File: src/rtl/sfm_pkg.sv
package sfm_pkg;

  localparam logic [7:0] A_CTL0 = 8'h00;
  localparam logic [7:0] A_CTL1 = 8'h04;
  localparam logic [7:0] A_STAT = 8'h08;
  localparam logic [7:0] A_DATA = 8'h10;
  localparam logic [7:0] A_TMO  = 8'h14;
  localparam logic [7:0] A_CSEL = 8'h18;

  typedef enum logic {SH_IDLE, SH_RUN} sh_state_e;

  // divisor field is stored minus one; periods below two clocks are lifted to two
  function automatic logic [12:0] sclk_div(input logic [11:0] fld);
    logic [12:0] d;
    d = {1'b0, fld} + 13'd1;
    if (d < 13'd2) d = 13'd2;
    return d;
  endfunction

  // clocks spent before a leading edge (low phase for polarity 0)
  function automatic logic [12:0] lead_half(input logic [12:0] d);
    return d >> 1;
  endfunction

  // clocks spent before a trailing edge
  function automatic logic [12:0] trail_half(input logic [12:0] d);
    return d - (d >> 1);
  endfunction

  function automatic logic [4:0] frame_bits(input logic [3:0] fld);
    return {1'b0, fld} + 5'd1;
  endfunction

  function automatic logic [4:0] thresh(input logic [3:0] fld);
    return {1'b0, fld} + 5'd1;
  endfunction

endpackage

File: src/rtl/sfm_fifo.sv
module sfm_fifo #(
  parameter int DW    = 16,
  parameter int DEPTH = 16
) (
  input  logic                         clk,
  input  logic                         rst_n,
  input  logic                         flush,
  input  logic                         push,
  input  logic [DW-1:0]                din,
  input  logic                         pop,
  output logic [DW-1:0]                dout,
  output logic [$clog2(DEPTH):0]       count,
  output logic                         full,
  output logic                         empty
);
  localparam int AW = $clog2(DEPTH);
  localparam int CW = AW + 1;

  logic [DW-1:0] mem [DEPTH];
  logic [AW-1:0] wp, rp;
  logic          push_ok, pop_ok;

  assign full    = (count == CW'(DEPTH));
  assign empty   = (count == '0);
  assign push_ok = push && !full;
  assign pop_ok  = pop && !empty;
  assign dout    = mem[rp];

  function automatic logic [AW-1:0] nxt(input logic [AW-1:0] p);
    return (p == AW'(DEPTH - 1)) ? '0 : p + AW'(1);
  endfunction

  always_ff @(posedge clk) begin
    if (push_ok) mem[wp] <= din;
  end

  always_ff @(posedge clk or negedge rst_n) begin
    if (!rst_n) begin
      wp <= '0; rp <= '0; count <= '0;
    end else if (flush) begin
      wp <= '0; rp <= '0; count <= '0;
    end else begin
      if (push_ok) wp <= nxt(wp);
      if (pop_ok)  rp <= nxt(rp);
      case ({push_ok, pop_ok})
        2'b10:   count <= count + CW'(1);
        2'b01:   count <= count - CW'(1);
        default: count <= count;
      endcase
    end
  end
endmodule

File: src/rtl/sfm_shifter.sv
module sfm_shifter import sfm_pkg::*; #(
  parameter int DW = 16
) (
  input  logic          clk,
  input  logic          rst_n,
  input  logic          enable,
  input  logic          abort,
  input  logic          cpol,
  input  logic          cpha,
  input  logic [4:0]    nbits,
  input  logic [12:0]   div,
  input  logic          tx_valid,
  input  logic [DW-1:0] tx_word,
  output logic          tx_take,
  output logic [DW-1:0] rx_word,
  output logic          rx_done,
  output logic          busy,
  output logic          sclk,
  output logic          mosi,
  input  logic          miso
);
  localparam int EW = $clog2(2 * DW) + 1;

  sh_state_e     state;
  logic [12:0]   cnt;
  logic [EW-1:0] edge_n;
  logic          sck_q, mosi_q;
  logic [DW-1:0] tx_sh, rx_sh, rx_next, aligned;
  logic          tick, leading, sample_now, launch_now, last;
  logic [EW-1:0] last_idx;

  assign aligned    = tx_word << (DW - int'(nbits));
  assign tx_take    = (state == SH_IDLE) && enable && tx_valid && !abort;
  assign tick       = (state == SH_RUN) && (cnt == 13'd1);
  assign leading    = !edge_n[0];
  assign last_idx   = EW'({nbits, 1'b0}) - EW'(1);
  assign last       = (edge_n == last_idx);
  assign sample_now = tick && (leading ^ cpha);
  assign launch_now = tick && !(leading ^ cpha);
  assign rx_next    = {rx_sh[DW-2:0], miso};
  assign busy       = (state == SH_RUN);
  assign sclk       = sck_q ^ cpol;
  assign mosi       = mosi_q;

  always_ff @(posedge clk or negedge rst_n) begin
    if (!rst_n) begin
      state   <= SH_IDLE;
      cnt     <= '0;
      edge_n  <= '0;
      sck_q   <= 1'b0;
      mosi_q  <= 1'b0;
      tx_sh   <= '0;
      rx_sh   <= '0;
      rx_word <= '0;
      rx_done <= 1'b0;
    end else begin
      rx_done <= 1'b0;
      if (abort) begin
        state  <= SH_IDLE;
        cnt    <= '0;
        edge_n <= '0;
        sck_q  <= 1'b0;
      end else if (state == SH_IDLE) begin
        if (tx_take) begin
          state  <= SH_RUN;
          edge_n <= '0;
          sck_q  <= 1'b0;
          cnt    <= lead_half(div);
          rx_sh  <= '0;
          if (!cpha) begin
            mosi_q <= aligned[DW-1];
            tx_sh  <= aligned << 1;
          end else begin
            tx_sh  <= aligned;
          end
        end
      end else if (tick) begin
        sck_q  <= ~sck_q;
        edge_n <= edge_n + EW'(1);
        cnt    <= leading ? trail_half(div) : lead_half(div);
        if (sample_now) rx_sh <= rx_next;
        if (launch_now && !last) begin
          mosi_q <= tx_sh[DW-1];
          tx_sh  <= tx_sh << 1;
        end
        if (last) begin
          state   <= SH_IDLE;
          rx_word <= sample_now ? rx_next : rx_sh;
          rx_done <= 1'b1;
        end
      end else begin
        cnt <= cnt - 13'd1;
      end
    end
  end
endmodule

File: src/rtl/spi_fifo_master.sv
module spi_fifo_master import sfm_pkg::*; #(
  parameter int               DEPTH   = 16,
  parameter int               DW      = 16,
  parameter int               TMO_W   = 16,
  parameter logic [TMO_W-1:0] TMO_RST = TMO_W'(64)
) (
  input  logic        clk,
  input  logic        rst_n,
  input  logic        bus_sel,
  input  logic        bus_wr,
  input  logic [7:0]  bus_addr,
  input  logic [31:0] bus_wdata,
  output logic [31:0] bus_rdata,
  output logic        sclk,
  output logic        mosi,
  input  logic        miso,
  output logic        cs_n,
  output logic        irq_tx,
  output logic        irq_rx,
  output logic        irq_tmo
);
  localparam int CW = $clog2(DEPTH) + 1;

  logic [31:0]      c0_q, c1_q;
  logic [TMO_W-1:0] tmo_lim_q, idle_cnt;
  logic [1:0]       csel_q;

  // named events for the checker
  logic wr_en, rd_en, flush, tx_push, tx_push_blocked, rx_pop, tx_take, rx_done, sh_busy;
  logic [CW-1:0] tx_cnt, rx_cnt;
  logic          tx_full, tx_empty, rx_full, rx_empty;
  logic [DW-1:0] tx_head, rx_head, rx_word;
  logic [31:0]   status, tx_cnt32, rx_cnt32;
  logic [3:0]    tx_lvl4, rx_lvl4;

  assign wr_en           = bus_sel && bus_wr;
  assign rd_en           = bus_sel && !bus_wr;
  assign flush           = wr_en && (bus_addr == A_CTL0) && !bus_wdata[7];
  assign tx_push         = wr_en && (bus_addr == A_DATA);
  assign tx_push_blocked = tx_push && tx_full;
  assign rx_pop          = rd_en && (bus_addr == A_DATA);

  always_ff @(posedge clk or negedge rst_n) begin
    if (!rst_n) begin
      c0_q      <= '0;
      c1_q      <= '0;
      tmo_lim_q <= TMO_RST;
      csel_q    <= '0;
    end else if (wr_en) begin
      case (bus_addr)
        A_CTL0:  c0_q      <= bus_wdata;
        A_CTL1:  c1_q      <= bus_wdata;
        A_TMO:   tmo_lim_q <= bus_wdata[TMO_W-1:0];
        A_CSEL:  csel_q    <= bus_wdata[1:0];
        default: ;
      endcase
    end
  end

  sfm_fifo #(.DW(DW), .DEPTH(DEPTH)) u_txq (
    .clk(clk), .rst_n(rst_n), .flush(flush),
    .push(tx_push), .din(bus_wdata[DW-1:0]),
    .pop(tx_take), .dout(tx_head),
    .count(tx_cnt), .full(tx_full), .empty(tx_empty)
  );

  sfm_fifo #(.DW(DW), .DEPTH(DEPTH)) u_rxq (
    .clk(clk), .rst_n(rst_n), .flush(flush),
    .push(rx_done), .din(rx_word),
    .pop(rx_pop), .dout(rx_head),
    .count(rx_cnt), .full(rx_full), .empty(rx_empty)
  );

  sfm_shifter #(.DW(DW)) u_shift (
    .clk(clk), .rst_n(rst_n),
    .enable(c0_q[7]), .abort(flush),
    .cpol(c1_q[3]), .cpha(c1_q[4]),
    .nbits(frame_bits(c0_q[3:0])), .div(sclk_div(c0_q[19:8])),
    .tx_valid(!tx_empty), .tx_word(tx_head), .tx_take(tx_take),
    .rx_word(rx_word), .rx_done(rx_done), .busy(sh_busy),
    .sclk(sclk), .mosi(mosi), .miso(miso)
  );

  // idle timer: counts while unread data waits, restarts on each finished frame
  always_ff @(posedge clk or negedge rst_n) begin
    if (!rst_n)                                 idle_cnt <= '0;
    else if (flush || rx_empty || rx_done)      idle_cnt <= '0;
    else if (idle_cnt != {TMO_W{1'b1}})         idle_cnt <= idle_cnt + TMO_W'(1);
  end

  assign tx_cnt32 = 32'(tx_cnt);
  assign rx_cnt32 = 32'(rx_cnt);
  assign tx_lvl4  = tx_cnt32[3:0];
  assign rx_lvl4  = rx_cnt32[3:0];

  assign irq_tx  = c1_q[1]  && (tx_cnt32 <= 32'(thresh(c1_q[9:6])));
  assign irq_rx  = c1_q[0]  && (rx_cnt32 >= 32'(thresh(c1_q[13:10])));
  assign irq_tmo = c1_q[19] && !rx_empty && (idle_cnt >= tmo_lim_q);

  assign cs_n   = csel_q[0] ? csel_q[1] : 1'b1;
  assign status = {16'h0, rx_lvl4, tx_lvl4, 4'h0, !rx_empty, !tx_full, 2'b00};

  always_comb begin
    case (bus_addr)
      A_CTL0:  bus_rdata = c0_q;
      A_CTL1:  bus_rdata = c1_q;
      A_STAT:  bus_rdata = status;
      A_DATA:  bus_rdata = rx_empty ? 32'h0 : 32'(rx_head);
      A_TMO:   bus_rdata = 32'(tmo_lim_q);
      A_CSEL:  bus_rdata = {30'h0, csel_q};
      default: bus_rdata = 32'h0;
    endcase
  end
endmodule

File: config.mk
export PLATFORM = sky130hd
export DESIGN_NAME = spi_fifo_master
export DESIGN_NICKNAME = d
export VERILOG_FILES = /design/src/rtl/sfm_pkg.sv /design/src/rtl/sfm_fifo.sv /design/src/rtl/sfm_shifter.sv /design/src/rtl/spi_fifo_master.sv
export SDC_FILE = /design/constraint.sdc
export NUM_CORES = 1
export LEC_CHECK = 0
export ABC_CLOCK_PERIOD_IN_PS = 9190
export BUFFER_PORTS_ARGS = -buffer_cell sky130_fd_sc_hd__buf_4
export CORE_ASPECT_RATIO = 2
export CORE_MARGIN = 4
export CORE_UTILIZATION = 46
export CTS_CLUSTER_SIZE = 12
export DETAILED_ROUTE_END_ITERATION = 12
export PLACE_DENSITY = 0.71
export RECOVER_POWER = 25
export REMOVE_ABC_BUFFERS = 1
export SKIP_LAST_GASP = 1
export SLEW_MARGIN = 20
export SYNTH_ARGS = -nofsm -noshare
export SYNTH_HDL_FRONTEND = slang
export SYNTH_HIERARCHICAL = 1
export SYNTH_SLANG_ARGS = --single-unit
File: constraint.sdc
create_clock -name clk -period 9.19 [get_ports clk]
set_input_delay 0.4595 -clock clk [delete_from_list [all_inputs] [get_ports clk]]
set_output_delay 0.4595 -clock clk [all_outputs]
set_load 0.05 [all_outputs]
==> impl_metrics.tcl, run 1 <==
set metrics [dict create \
    gp_congestion 0.892 \
    clkSlewWorstSetupHoldPaths_ps 60 \
    die-area_mm2 0.0752 \
    via_per_inst 6.14 \
    hold_path_class "in -> async" \
    yosys_warnings 6 \
    post-cts-setup-buffers 0 \
    port_buffers 82 \
    hpwl_mm 59.2 \
    syn_area_per_cell_um2 14.5 \
    setup_viol 0 \
    r2r_start "u_txq/rp[0]" \
    fmax_mhz 220 \
    cts_root_buffer "clkbuf_16" \
    crit_required_ps 9670 \
    drv_cap 0 \
    worstSetupPathType "reg -> reg" \
    max-slew-margin-rel 0.233 \
    clock_skew_ps 33.5 \
    antenna_found_initial 1 \
    timing.rr.end "u_shift/tx_sh[5]" \
    wl_per_cell_um 26.0 \
    end_kind "flip-flop" \
    postCtsHoldBufs 0 \
    cts_buffers 70 \
    wirelength_mm 85.2 \
    clock-sinks 707 \
    startpoint_type "flip-flop" \
    cts_resized 0 \
    hold_ws_ps -41.2 \
    worst_ep_arrival_time_ps 5030 \
    grt.overflow.total 0 \
    rows 137 \
    dr_total_vias 20100 \
    drtAntennaViolNets 0 \
    syn_to_final_growth_pct 11.1 \
    rr_worst_depth 10 \
    cp_num_buf_inv 1 \
    fp.dieW_um 196 \
    initial_core_util 0.464 \
    die_y_um 384 \
    fin_cells 3271 \
    ioPinCount 83 \
    fin_crit_sh 0.495 \
    grt_first_pass_wirelength_mm 128 \
    power.density_mw_per_mm2 193 \
    tns_ps 0 \
    grt_setup_unrepaired "no" \
    drt_iter0_drc 1618 \
    path_cells "buf_4 -> mux4_2 -> mux4_2 -> nor3b_1 -> a211oi_1 -> nor2_1 -> a21oi_1 -> o21ai_0 -> a22oi_1 -> a21oi_1" \
    cp_max_fo 44 \
    core_mm2 0.0699 \
    leakage_nw 13.2 \
    cts_tree "built" \
    dr.pass1.iters 6 \
    dp_slack_ps 4630 \
    final_cell_area_mm2 0.0361 \
    utilization 0.516 \
    antenna_cells 0 \
    grt_max_degree 120 \
    timing.critical_path.max_delay_family "compound AO/OA/AOI/OAI gates" \
    dpl-instance-area_mm2 0.0340 \
    fin_nets 2425 \
    track_usage 0.225 \
    p_total_mw 6.97 \
    critPathMaxStageDelay_ps 770 \
    violations "negative hold slack" \
    period_needed_ps 4550 \
    tightest_slew_ps 1150 \
    timing.final.ws_setup_ps 4640 \
    numPlacedInstances 3148 \
    ff2ff_setup_slack_ps 4640 \
    clock_latency_ps 640 \
    clk_path_buf_depth 3 \
    drc 0 \
    grt_pass1_vias 20900 \
    drive_gt1_frac 0.197 \
    synthCells 2247 \
    outcome "finished with violations" \
    slowest_stage "buf_4" \
    final-max-slew-violation-count 0 \
    peakVddDrop_uv 168 \
    netlist_area_mm2 0.0325 \
    hold_viol 11 \
    fillers 5694 \
    cts.htree.levels 3 \
]
[where the power goes]
part	total, mW	switching [mW]	internal [mW]
combinational	0.595	0.347	0.248
clock	2.66	1.18	1.48
sequential	3.71	0.169	3.54
[worst register-to-register path, cell delays in order, from the launching register on]
cell	delay [ps]
dfrtp_4	720
buf_4	790
mux4_2	650
mux4_2	580
nor3b_1	180
a211oi_1	730
nor2_1	120
a21oi_1	220
o21ai_0	120
a22oi_1	190
a21oi_1	90
[cells in the final DEF, fill, tap and decap left out, drive strengths merged, types with 21 or more instances in the layout]
master,instances
nor3,43
buf,104
mux2,91
mux2i,117
nand3,45
xor2,33
nor2,145
clkbuf,129
inv,75
a22o,33
mux4,115
dfrtp,194
a21oi,69
o21ai,92
a221oi,34
nand2,155
xnor2,26
a22oi,41
ha,62
nand2b,21
edfxtp,512
[sequential cells by signal (all words and copies together), names as in the netlist]
| name | count |
|---|---|
| u_rxq/rp | 4 |
| u_shift/edge_n | 6 |
| u_txq/mem | 256 |
| u_shift/rx_done | 1 |
| u_txq/count | 5 |
| u_txq/rp | 4 |
| u_txq/wp | 4 |
| u_shift/mosi | 1 |
| u_shift/rx_word | 16 |
| u_rxq/count | 5 |
| u_shift/rx_sh | 16 |
| u_rxq/mem | 256 |
| c0_q | 32 |
| u_shift/busy | 1 |
| u_rxq/wp | 4 |
| c1_q | 32 |
| u_shift/tx_sh | 16 |
| tmo_lim_q | 16 |
| u_shift/sck_q | 1 |
| idle_cnt | 16 |
| csel_q | 2 |
| u_shift/cnt | 13 |
[area by class of cell]
class | count | area (um2) | share of cell area
Sequential cell | 707 | 20300 | 0.562
Clock inverter | 11 | 115 | 0.00319
Timing Repair Buffer | 121 | 858 | 0.0238
Tap cell | 903 | 1130 | 0.0313
Inverter | 72 | 270 | 0.00749
Clock buffer | 112 | 1970 | 0.0546
Multi-Input combinational cell | 1345 | 11500 | 0.318
[how the worst max path moves through the flow]
stage,end,cells after the start,from
floorplan,bus_rdata[4],5,u_rxq/rp[0]
global placement,u_shift/tx_sh[12],9,u_txq/rp[0]
detailed placement,u_shift/tx_sh[10],9,u_txq/rp[0]
CTS,u_shift/tx_sh[10],9,u_txq/rp[0]
global route,u_shift/tx_sh[6],10,u_txq/rp[0]
finish,u_shift/tx_sh[5],10,u_txq/rp[0]
[routing by layer]
metal,GRT usage,wire length (um)
met5,0,20
met4,0.126,5320
met3,0.0331,4010
met2,0.425,47500
met1,0.235,28300
No activity file was read; power rests on OpenSTA's default activity.
==> inputs of run 2 (changes only) <==
- ABC_CLOCK_PERIOD_IN_PS: 9190 -> 4000
- PLACE_DENSITY: 0.71 -> 0.73
- clock period: 9.19 -> 4 ns (I/O delays scaled with it)
==> run 2 against run 1 <==
Compared with the run above: the run ends with max-capacitance violations, max-slew violations left; critical path depth is 2 lower; clock skew is 6.7 ps lower; sequential power is 130% higher; highest routed layer unchanged.
==> impl_metrics.tcl, run 2 (synthesized netlist as in run 1, its figures left out) <==
set metrics [dict create \
    outcome "finished with violations" \
    violations "max-capacitance violations, max-slew violations" \
    hold_viol 0 \
    die_y_um 384 \
    clk_path_buf_depth 3 \
    ff2ff_setup_slack_ps 270 \
    netSwitchingFraction 0.242 \
    rows 137 \
    power.density_mw_per_mm2 436 \
    leakage_nw 13.7 \
    clock-sinks 707 \
    gp_congestion 0.928 \
    rr_worst_depth 18 \
    clock_skew_ps 26.9 \
    dr.pass1.iters 7 \
    worst_ep_arrival_time_ps 3560 \
    multi_input_area_mm2 0.0114 \
    drc 0 \
    power.switching_mw 3.91 \
    drt_iter0_drc 1767 \
    fp.dieW_um 196 \
    cp_max_fo 49 \
    fin_nets 2530 \
    cts_buffers 70 \
    grt_first_pass_wirelength_mm 131 \
    wirelength_mm 87.1 \
    grt_pass1_vias 21500 \
    final_common_cell "edfxtp_1" \
    tightest_slew_ps 2420 \
    final_cell_mix "edfxtp_1, dfrtp_1, buf_4" \
    peakVddDrop_uv 291 \
    hold_start "bus_sel" \
    clock_latency_ps 640 \
    top_regs "u_rxq/mem (256), u_txq/mem (256)" \
    fmax_mhz 266 \
    timing.final.ws_setup_ps 240 \
    crit_required_ps 3800 \
    end_kind "primary output" \
    dp_slack_ps 108 \
    grt_setup_unrepaired "no" \
    grt.overflow.total 0 \
    utilization 0.529 \
    wl_per_cell_um 25.7 \
    holdPathEnd "csel_q[0]" \
    ff_latch_area_mm2 0.0203 \
    initial_core_util 0.464 \
    track_usage 0.231 \
    cts.htree.levels 3 \
    whs_path_depth 4 \
    ioPinCount 83 \
    hold_path_class "in -> reg" \
    startpoint_type "flip-flop" \
    timing.rr.end "u_shift/cnt[10]" \
    period_needed_ps 3760 \
    fin_crit_sh 0.940 \
    port_buffers 82 \
    post-cts-setup-buffers 0 \
    p_comb_frac 0.089 \
    core_mm2 0.0699 \
    antenna_found_initial 4 \
    setup_viol 0 \
    hpwl_mm 59.9 \
    drive_gt1_frac 0.213 \
    cts_root_buffer "clkbuf_16" \
    die-area_mm2 0.0752 \
    power.internal_mw 12.2 \
    drtAntennaViolNets 0 \
    cts_tree "built" \
    syn_to_final_growth_pct 13.9 \
    final-max-slew-violation-count 85 \
    dr_total_vias 20700 \
    clkPwrFrac 0.383 \
    drv_cap 1 \
    via_per_inst 6.11 \
    max-slew-margin-rel -0.617 \
    r2r_start "c0_q[8]" \
    worstSetupPathType "reg -> out" \
    fillers 5618 \
    clkSlewWorstSetupHoldPaths_ps 60 \
    pwr-share-seq 0.528 \
    grt_max_degree 86 \
]
[run 2: repair_timing]
| action | CTS | global route |
|---|---|---|
| hold buffers | 34 | 0 |
| hold endpoints to repair | 413 | 0 |
| gates resized for setup | 0 | 6 |
| endpoints found under the setup margin | 0 | 4 |
[run 2: metrics by stage]
stage | area [um2] | TNS (ps) | hold WS (ps) | power [mW] | std cells
2_1_floorplan | 31900 | -35000 | -95.6 | 9.45 | 2124
4_1_cts | 37000 | 0 | 103 | 16.2 | 3383
3_5_place_dp | 34600 | 0 | 330 | 10.0 | 3219
3_3_place_gp | 34600 | 0 | 316 | 9.97 | 3219
5_1_grt | 37000 | 0 | 145 | 16.7 | 3383
6_report | 37000 | 0 | 143 | 16.1 | 3384
[run 2: critical path: stages (launching register included)]
cell	delay [ps]
dfrtp_4	1060
buf_4	370
mux2i_1	130
a221oi_1	370
a22oi_1	170
nand2_1	170
nand2_1	120
o21ai_0	220
buf_4	290
[run 2: power by group through the flow]
stage / Clock, mW / Combinational, mW / Sequential (mW)
floorplan: 0 / 0.894 / 8.55
global placement: 0 / 1.34 / 8.63
detailed placement: 0 / 1.39 / 8.65
CTS: 6.30 / 1.42 / 8.50
global route: 6.62 / 1.57 / 8.55
finish: 6.18 / 1.43 / 8.51
[run 2: cell type report]
class,instances,share of cell area
flip-flops and latches,707,0.548
inverters,72,0.00730
diodes,1,0.0000676
well taps,903,0.0305
clock buffers,122,0.0545
repair buffers,226,0.0485
multi-input cells,1345,0.309
clock inverters,8,0.00277
[run 2: how the worst max path moves through the flow]
stage | startpoint | endpoint | slack (ps) | cells after the start
after floorplan | u_txq/rp[0] | u_shift/tx_sh[10] | -1110 | 8
after global placement | c0_q[11] | u_shift/cnt[10] | 120 | 17
after detailed placement | c0_q[11] | u_shift/cnt[10] | 110 | 17
after CTS | c0_q[11] | u_shift/cnt[10] | 90 | 17
after global routing | u_rxq/rp[0] | bus_rdata[5] | 10 | 8
final | u_rxq/rp[0] | bus_rdata[6] | 240 | 8
[run 2: metal layers]
layer	share of wire	track usage	routed length, um	vias to the layer above
met3	0.056	0.0371	4850	265
met2	0.55	0.437	48300	833
met4	0.069	0.135	6020	6
met1	0.32	0.235	27900	10600
met5	0.00047	0	41	-
li1	-	-	-	9034
==> inputs of run 3 (changes only) <==
- SYNTH_HIERARCHICAL: 1 -> unset
==> run 3 against run 2 <==
Compared with the run above: the flow finishes with violations (max-capacitance violations, max-slew violations, negative setup slack); via count fell by 1.1%; clock skew is 12 ps higher; core utilization grew 1.6 points; largest power group unchanged; synthesized cell count shrank 4.2%; synthesized area fell by 1.2%; die area decreased by 1.2%; global-route usage is 0.13 points lower; sequential share of layout area decreased by 0.83 points; clock power is 1% higher; cell count fell by 0.12%; first-iteration DRC count increased by 6.3%; largest cell class unchanged; flip-flop and latch count unchanged.
==> impl_metrics.tcl, run 3 <==
set metrics [dict create \
    dr.pass1.iters 6 \
    drv_cap 1 \
    hold_start "bus_wr" \
    drive_gt1_frac 0.258 \
    synth_edf_count 512 \
    fp.dieW_um 195 \
    synth_fa_ha_area_frac 0.0260 \
    synth_most_common_cell "edfxtp_1" \
    top_regs "u_rxq.mem (256), u_txq.mem (256)" \
    synthArstFlopShare 0.276 \
    synth_seq_cells 707 \
    syn_to_final_growth_pct 17.1 \
    timing.final.ws_setup_ps -99.3 \
    worstSetupPathType "reg -> reg" \
    fmax_mhz 244 \
    grt_setup_unrepaired "yes" \
    multi_input_area_mm2 0.0114 \
    synth_xor_area_frac 0.0161 \
    synth_top_cells_by_area "edfxtp_1, dfrtp_1, mux4_2" \
    fin_nets 2534 \
    grt_max_degree 114 \
    via_per_inst 6.05 \
    die_y_um 382 \
    fillers 5405 \
    synth-simple-area-share 0.0710 \
    timing.rr.end "u_shift.cnt[10]" \
    synthCells 2153 \
    clock_latency_ps 630 \
    dpl-instance-area_mm2 0.0346 \
    ff2ff_setup_slack_ps -100 \
    wl_per_cell_um 25.6 \
    die-area_mm2 0.0743 \
    clkSlewWorstSetupHoldPaths_ps 60 \
    crit_required_ps 4520 \
    hold_viol 0 \
    synth_top_flop_cell "edfxtp_1" \
    peakVddDrop_uv 298 \
    netlist.area_leader.share 0.479 \
    final_cell_area_mm2 0.0376 \
    synth_top_area_cell "edfxtp_1" \
    antenna_found_initial 1 \
    drc 0 \
    yosysUniqueCellTypes 85 \
    cts.htree.levels 3 \
    seq_area_frac_synth 0.631 \
    cp_max_fo 3 \
    hpwl_mm 59.4 \
    yosys_warnings 0 \
    hold_path_class "in -> reg" \
    setup_viol 3 \
    violations "max-capacitance violations, max-slew violations, negative setup slack" \
    initial_core_util 0.466 \
    final_common_cell "edfxtp_1" \
    utilization 0.545 \
    grt.overflow.total 0 \
    rows 136 \
    rr_worst_depth 21 \
    cts_buffers 70 \
    clock_skew_ps 38.5 \
    core_mm2 0.0689 \
    track_usage 0.229 \
    r2r_start "c0_q[15]" \
    wirelength_mm 86.5 \
    clk_path_buf_depth 3 \
    netlist_area_mm2 0.0321 \
    outcome "finished with violations" \
    grt_pass1_vias 21600 \
    max-slew-margin-rel -0.535 \
    drtAntennaViolNets 0 \
    grt_first_pass_wirelength_mm 130 \
    syn_area_per_cell_um2 14.9 \
    cts_root_buffer "clkbuf_16" \
    fin_crit_sh 1.02 \
    synth_compound_area_frac 0.0773 \
    startpoint_type "flip-flop" \
    muxShareOfSynthArea 0.156 \
    holdPathEnd "csel_q[0]" \
    port_buffers 82 \
    period_needed_ps 4100 \
    cts_tree "built" \
    worst_ep_arrival_time_ps 4620 \
    dr_total_vias 20500 \
    tightest_slew_ps 2300 \
    end_kind "flip-flop" \
    synth_top_family_by_area "multiplexers" \
    gp_congestion 0.948 \
    ff_latch_area_mm2 0.0203 \
    power.density_mw_per_mm2 462 \
    final_cell_mix "edfxtp_1, buf_4, dfrtp_1" \
    ys_top_cells_by_count "edfxtp_1, dfrtp_1, mux4_2" \
    whs_path_depth 4 \
    clock-sinks 707 \
    drt_iter0_drc 1878 \
    leakage_nw 14.2 \
    ioPinCount 83 \
    final-max-slew-violation-count 83 \
]
run 3: kinds of logic (layout without fill, tap and decap cells):
| logic type | Yosys count | count (layout) |
|---|---|---|
| flops | 707 | 707 |
| simple gates | 464 | 464 |
| mux | 327 | 327 |
| fa+ha+maj | 65 | 65 |
| buf+inv | 175 | 504 |
| xor+xnor | 59 | 59 |
| other cells | 0 | 1 |
| compound gates | 356 | 356 |
run 3: layer usage:
metal | vias up | track usage | part of all wire
met5 | - | 0 | 0
met4 | 0 | 0.135 | 0.067
met3 | 287 | 0.0330 | 0.050
li1 | 8911 | - | -
met2 | 790 | 0.427 | 0.55
met1 | 10500 | 0.243 | 0.33
run 3: timing repair:
item / CTS / global route
hold endpoints to repair: 376 / 0
buffers inserted: 33 / 3
pin swaps: 20 / 26
hold buffers: 34 / 0
endpoints found under the setup margin: 8 / 8
gates resized for setup: 24 / 31
run 3: critical path, stage by stage, from the launching register on:
cell      delay [ps]
dfrtp_1          360
nand2_2           70
nor2_2            90
nand4_1          220
nor2_4           170
xnor2_2          140
ha_2             200
nor4b_4          210
nand4_1          180
nor2_2           210
nor2_2            70
buf_4            140
fa_2             340
nor2b_2          130
o21a_1           200
o21ai_2          100
o32ai_2          340
o41ai_4          130
nand2b_4         160
a221oi_2         230
o21ai_1          100
a41oi_1          200
run 3: worst max path at each step:
stage                     start              end
detailed placement      c0_q[9]  u_shift.cnt[10]
global placement       c0_q[15]   u_shift.cnt[8]
finish                 c0_q[15]  u_shift.cnt[10]
CTS                    c0_q[14]   u_shift.cnt[8]
global route           c0_q[13]  u_shift.cnt[10]
floorplan           u_rxq.rp[0]    bus_rdata[10]
run 3: cell type report:
| type | instances | share of cell area |
|---|---|---|
| inverter | 69 | 0.00689 |
| timing repair buffer | 305 | 0.0641 |
| tap | 897 | 0.0299 |
| antenna | 1 | 0.0000666 |
| multi-input combinational | 1271 | 0.303 |
| sequential | 707 | 0.539 |
| clock buffer | 121 | 0.0542 |
| clock inverter | 9 | 0.00306 |
run 3: report_power, final:
group / switching [mW] / internal [mW] / total [mW]
logic: 1.57 / 1.29 / 2.86
clock network: 2.77 / 3.49 / 6.26
registers: 0.241 / 8.01 / 8.25
total: 4.58 / 12.8 / 17.4
run 3: through the flow:
| step | setup WS [ps] | instances | hold slack (ps) | total power, mW | TNS, ps |
|---|---|---|---|---|---|
| after floorplan | -668 | 2047 | -95.6 | 10.0 | -11390 |
| after global placement | -290 | 3180 | 308 | 11.0 | -1400 |
| after detailed placement | -418 | 3180 | 322 | 11.1 | -1870 |
| after CTS | -163 | 3377 | 55.9 | 17.4 | -401 |
| after global routing | -273 | 3380 | 102 | 18.1 | -754 |
| final | -99.3 | 3380 | 79.0 | 17.4 | -196 |
